[config.mk]
export PLATFORM = sky130hd
export DESIGN_NAME = uart_tick_gen
export DESIGN_NICKNAME = d
export VERILOG_FILES = /design/src/rtl/uart_tick_pkg.sv /design/src/rtl/tick_div_reg.sv /design/src/rtl/tick_samp_cnt.sv /design/src/rtl/tick_prescale.sv /design/src/rtl/uart_tick_gen.sv
export SDC_FILE = /design/constraint.sdc
export NUM_CORES = 1
export LEC_CHECK = 0
export BUFFER_PORTS_ARGS = -buffer_cell sky130_fd_sc_hd__buf_2
export CAP_MARGIN = 20
export CORE_ASPECT_RATIO = 1.4
export CORE_MARGIN = 3
export CORE_UTILIZATION = 57
export CTS_CLUSTER_SIZE = 12
export DETAILED_ROUTE_END_ITERATION = 16
export PLACE_DENSITY = 0.78
export SYNTH_ARGS = -nofsm -noshare
export SYNTH_HDL_FRONTEND = slang
export SYNTH_SLANG_ARGS = --single-unit
[constraint.sdc]
create_clock -name clk -period 2.3 [get_ports clk]
set_clock_uncertainty 0.15 [all_clocks]
set_input_delay 0 -clock clk [delete_from_list [all_inputs] [get_ports clk]]
set_output_delay 0 -clock clk [all_outputs]
set_load 0.02 [all_outputs]
[src/rtl/uart_tick_pkg.sv]
package uart_tick_pkg;
    // Default width of the divisor register (holds C-1)
    localparam int DEF_DIV_W   = 12;
    // Default oversampling factor: sample ticks per bit
    localparam int DEF_OVS     = 16;
    // Default divisor loaded at reset (C = 10)
    localparam int DEF_RST_DIV = 9;
endpackage

[src/rtl/tick_div_reg.sv]
// tick_div_reg: holds the programmed divisor value (C-1).
// Assumes writes are single-cycle strobes; the value persists until rewritten.
module tick_div_reg #(
    parameter int DIV_W   = 12,
    parameter int RST_DIV = 9
) (
    input  logic             clk,
    input  logic             rst_n,
    input  logic             wr,
    input  logic [DIV_W-1:0] wdata,
    output logic [DIV_W-1:0] div_q
);
    // Capture the divisor on a write strobe
    always_ff @(posedge clk) begin
        if (!rst_n)
            div_q <= DIV_W'(RST_DIV);
        else if (wr)
            div_q <= wdata;
    end
endmodule

[src/rtl/tick_samp_cnt.sv]
// tick_samp_cnt: down-counter that emits one sample tick every reload+1 clocks.
// Assumes a write loads the new value straight into the counter and
// suppresses the tick of that cycle; samp_ev marks the edge a tick is issued.
module tick_samp_cnt #(
    parameter int DIV_W   = 12,
    parameter int RST_DIV = 9
) (
    input  logic             clk,
    input  logic             rst_n,
    input  logic             wr,
    input  logic [DIV_W-1:0] wdata,
    input  logic [DIV_W-1:0] reload,
    output logic             samp_ev,
    output logic             samp_tick
);
    logic [DIV_W-1:0] cnt_q;

    // A tick is due when the counter sits at zero and no write overrides it
    assign samp_ev = !wr && (cnt_q == '0);

    // Count down through zero, reload, and register the tick
    always_ff @(posedge clk) begin
        if (!rst_n) begin
            cnt_q     <= DIV_W'(RST_DIV);
            samp_tick <= 1'b0;
        end else if (wr) begin
            cnt_q     <= wdata;
            samp_tick <= 1'b0;
        end else if (cnt_q == '0) begin
            cnt_q     <= reload;
            samp_tick <= 1'b1;
        end else begin
            cnt_q     <= cnt_q - 1'b1;
            samp_tick <= 1'b0;
        end
    end
endmodule

[src/rtl/tick_prescale.sv]
// tick_prescale: divides sample events by OVS to form the bit tick.
// Assumes OVS >= 2; a write clears the count so a new rate starts a full bit.
module tick_prescale #(
    parameter int OVS = 16
) (
    input  logic clk,
    input  logic rst_n,
    input  logic wr,
    input  logic samp_ev,
    output logic bit_tick
);
    localparam int               PC_W = (OVS > 2) ? $clog2(OVS) : 1;
    localparam logic [PC_W-1:0]  LAST = PC_W'(OVS - 1);

    logic [PC_W-1:0] pc_q;
    logic [PC_W-1:0] pc_next;
    logic            at_last;

    assign at_last = (pc_q == LAST);

    generate
        if ((1 << PC_W) == OVS) begin : g_pow2
            // Natural wrap when OVS is a power of two
            assign pc_next = pc_q + 1'b1;
        end else begin : g_any
            // Explicit wrap for other factors
            assign pc_next = at_last ? '0 : pc_q + 1'b1;
        end
    endgenerate

    // Count sample events and pulse on the last of each group
    always_ff @(posedge clk) begin
        if (!rst_n) begin
            pc_q     <= '0;
            bit_tick <= 1'b0;
        end else if (wr) begin
            pc_q     <= '0;
            bit_tick <= 1'b0;
        end else if (samp_ev) begin
            pc_q     <= pc_next;
            bit_tick <= at_last;
        end else begin
            bit_tick <= 1'b0;
        end
    end
endmodule

[src/rtl/uart_tick_gen.sv]
// uart_tick_gen: sample-rate and bit-rate tick generator for a serial port.
// Assumes a synchronous active-low reset and single-cycle divisor writes.
module uart_tick_gen
    import uart_tick_pkg::*;
#(
    parameter int DIV_W   = DEF_DIV_W,
    parameter int OVS     = DEF_OVS,
    parameter int RST_DIV = DEF_RST_DIV
) (
    input  logic             clk,
    input  logic             rst_n,
    input  logic             div_wr,
    input  logic [DIV_W-1:0] div_wdata,
    output logic             samp_tick,
    output logic             bit_tick
);
    logic [DIV_W-1:0] div_q;
    logic             samp_ev;

    tick_div_reg #(.DIV_W(DIV_W), .RST_DIV(RST_DIV)) u_reg (
        .clk(clk), .rst_n(rst_n), .wr(div_wr), .wdata(div_wdata), .div_q(div_q)
    );

    tick_samp_cnt #(.DIV_W(DIV_W), .RST_DIV(RST_DIV)) u_cnt (
        .clk(clk), .rst_n(rst_n), .wr(div_wr), .wdata(div_wdata),
        .reload(div_q), .samp_ev(samp_ev), .samp_tick(samp_tick)
    );

    tick_prescale #(.OVS(OVS)) u_pre (
        .clk(clk), .rst_n(rst_n), .wr(div_wr), .samp_ev(samp_ev), .bit_tick(bit_tick)
    );
endmodule

==> results.ini <==
[critical_path]
reg2reg_from = u_cnt.cnt_q[0]
timing.critical_path.arrival_ps = 2230
setup.worst_path.start_class = flop
cp-end-kind = flop
timing.critical_path.required_ps = 2400
r2r_cells = 6
crit_type = flop to flop
critical_path.max_fanout = 18
crit_path_largest_cell_delay_ps = 440
worstSetupStartpoint = u_cnt.cnt_q[0]
critPathSlowestCell = or3_1
series_of_cell_instances_along_the_critical_path = inv_1 > ha_1 > nor3b_2 > nand4_4 > or3_1 > a21oi_1

[grt]
grt_most_used_layer = met2
antenna_found_initial = 0
met3_usage_pct = 5.817
grt_use_met2_pct = 35.74
global_route_wire_length_before_repair_um = 5340
met1_usage_pct = 23.43
globalRouteOverflowTotal = 0
number_of_global_route_vias_before_repair = 1259
grt_start_max_net_pins = 29
grtUsageTotal_pct = 21.62

[synthesis]
avgSynthCellArea_sq_um = 9.127
synth.area.top_cells = dfxtp_1 40%, mux2i_1 8.7%, nor2b_1 3.8%
syn-instance-count = 163
yosys_most_used_dff = dfxtp_1
synth-async-reset-ratio_pct = 0
yosys.cell_count.top_type = dfxtp_1
yosys.area.top_type_share_pct = 40.37
synth.ff_latch_count = 30
synth_top_cells_by_count = 30 x dfxtp_1, 13 x mux2i_1, 11 x nand3_1, 11 x o21ai_0, 10 x nor2_1
synth_edf_count = 0
synth_seq_area_share_pct = 40.37
netlist.top_cell.by_area = dfxtp_1
ys_types = 40
post_synth_instance_area_sq_um = 1488
syn_nets = 181
synthesis.yosys.warnings = 0

[floorplanning]
fp-row-count = 21
start_util_pct = 60.88
chipHeight_um = 66.45
coreArea_sq_um = 2444
io_pins = 17
die_area_sq_um = 3268
chipWidth_um = 49.18

[detailed_routing]
routed_via_density = 5.605
via_count = 1306
drt_first_iter_violations = 31
drtPass1Iterations = 4
routed_wire_per_std_cell_um = 13.09
postRouteAntennaNets = 0
route.final.wire_length_um = 3049
drc = 0

[sta]
maxSlewHeadroom_pct = 62.21
slew_violations = 0
max_slew.worst_pin.slew_ps = 566.8
fin_tns_setup_ps = 0
timing.final.setup_violations = 0
layout_setup_ws_ps = 166.8
post-route-min-period_ps = 2133
fmax_mhz = 468.8
layout_worst_path_cycle_share_pct = 92.75
unrepaired_setup_endpoints_after_global_routing = no
hold_violations = 0

[cells_and_area]
post_route_cells_drive_above_1_share_pct = 15.08
layout.nets = 216
finish.utilization_pct = 75.27
syn2layout_area_growth_pct = 23.63
diodes = 0
final_cell_count_no_fill = 233

[min_path]
hold_path_class = primary input to flop
hold_start = div_wr
worst_hold_path.num_cells = 2

[placed_design]
pre_cts_slack_ps = 172.2
portBuffers = 16
dpl.hpwl_um = 1936
place_inst = 205
gp_congestion = 0.8680

[cts]
clkTransAtPathRegs_ps = 80
cts_tree = built
post_cts_resized = 0
clock-sinks = 30
h-tree-depth = 2
cts-root-to-sink-buffers = 2
clockRootBuffer = clkbuf_4
clock_insertion_delay_worst_skew_ps = 330
numCtsBuffers = 5
cts_setup_buffers = 0

[pwr]
power.share.switching_pct = 26.69
pwr_density_cell_nw_per_um2 = 584.8
power_leakage_nw = 0.7832
power.net_switching_uw = 287.0
share_comb_of_total_power_pct = 16.6
cell_int_power_uw = 788.6
pwr-share-seq_pct = 53.9
clkPwrFrac_pct = 29.5
vdd.ir_drop.worst_v = 0.0003830

[status]
status = complete, no violations

[run]
maxCapViolCount = 0

routing by layer:
layer / wire length [um] / vias to the layer above / part of all wire, %
li1: - / 660 / -
met1: 1409 / 616 / 46
met2: 1460 / 20 / 48
met3: 82 / 10 / 2.7
met4: 97 / 0 / 3.2
met5: 0 / - / 0
registers in the layout, summed over array words and instances, names as in the netlist:
| register | count |
|---|---|
| u_cnt.cnt_q | 12 |
| u_reg.div_q | 12 |
| u_cnt.samp_tick | 1 |
| u_pre.bit_tick | 1 |
| u_pre.pc_q | 4 |
timing repair:
| item | CTS | global route |
|---|---|---|
| setup endpoints to repair | 0 | 0 |
| hold buffers | 20 | 0 |
| hold endpoints to repair | 24 | 0 |
cell usage in the layout, fill, tap and decap left out, drive strengths merged, types with 2 or more instances in the layout:
| cell | instances |
|---|---|
| o21a | 2 |
| dlygate4sd3 | 20 |
| nor4b | 3 |
| nor3 | 4 |
| o21ai | 11 |
| xor2 | 2 |
| inv | 7 |
| mux2i | 13 |
| nand4 | 2 |
| buf | 17 |
| and4 | 2 |
| or4 | 2 |
| a21boi | 3 |
| ha | 3 |
| nand3 | 11 |
| a21oi | 7 |
| o31ai | 6 |
| nor2 | 10 |
| nand2 | 6 |
| and3 | 2 |
| or3 | 4 |
| nor2b | 9 |
| nor3b | 2 |
| dfxtp | 30 |
| clkbuf | 7 |
cell families after synthesis:
logic type / after synthesis / share of synthesized area (%)
AND/OR/NAND/NOR: 61 / 25.40
AO/OA/AOI/OAI: 36 / 16.06
flip-flops: 30 / 40.37
buffers and inverters: 16 / 4.374
multiplexers: 14 / 9.503
XOR/XNOR: 3 / 1.767
adder cells (fa/ha/maj): 3 / 2.523
per-stage QoR:
stage          hold WS (ps)  instance area (sq um)  total power, mW
3_5_place_dp          95.15                   1579           0.7425
6_report              59.08                   1839            1.076
5_1_grt               115.5                   1839            1.134
4_1_cts               49.74                   1839            1.081
3_3_place_gp          88.14                   1579           0.7368
2_1_floorplan        -11.28                   1488           0.7019
power groups by stage:
| stage | Combinational, mW | Clock, mW | Sequential (mW) |
|---|---|---|---|
| 2_1_floorplan | 0.119 | 0 | 0.583 |
| 3_3_place_gp | 0.148 | 0 | 0.588 |
| 3_5_place_dp | 0.153 | 0 | 0.590 |
| 4_1_cts | 0.177 | 0.326 | 0.578 |
| 5_1_grt | 0.200 | 0.351 | 0.583 |
| 6_report | 0.179 | 0.318 | 0.579 |
worst max-delay path: cells and delay by family (launching register included):
family / cells / cell delay, ps
and+or+nand+nor: 3 / 1100
adders and majority gates: 1 / 210
AOI/OAI and AO/OA: 1 / 150
buffers and inverters: 1 / 100
DFF: 1 / 340
final timing paths:
kind	end	slack, ps
max	u_pre.pc_q[3]	170
min	u_reg.div_q[3]	60
max reg2reg	u_pre.pc_q[3]	170
min reg2reg	u_reg.div_q[3]	310
final cells by class:
class	count	area, sq um
well taps	34	42.54
flip-flops and latches	30	600.6
clock buffers	7	55.05
clock inverters	1	5.005
multi-input cells	117	822.0
repair buffers	37	287.8
inverters	7	26.28
fillers	187	604.3
(Power assumes the default switching activity.)
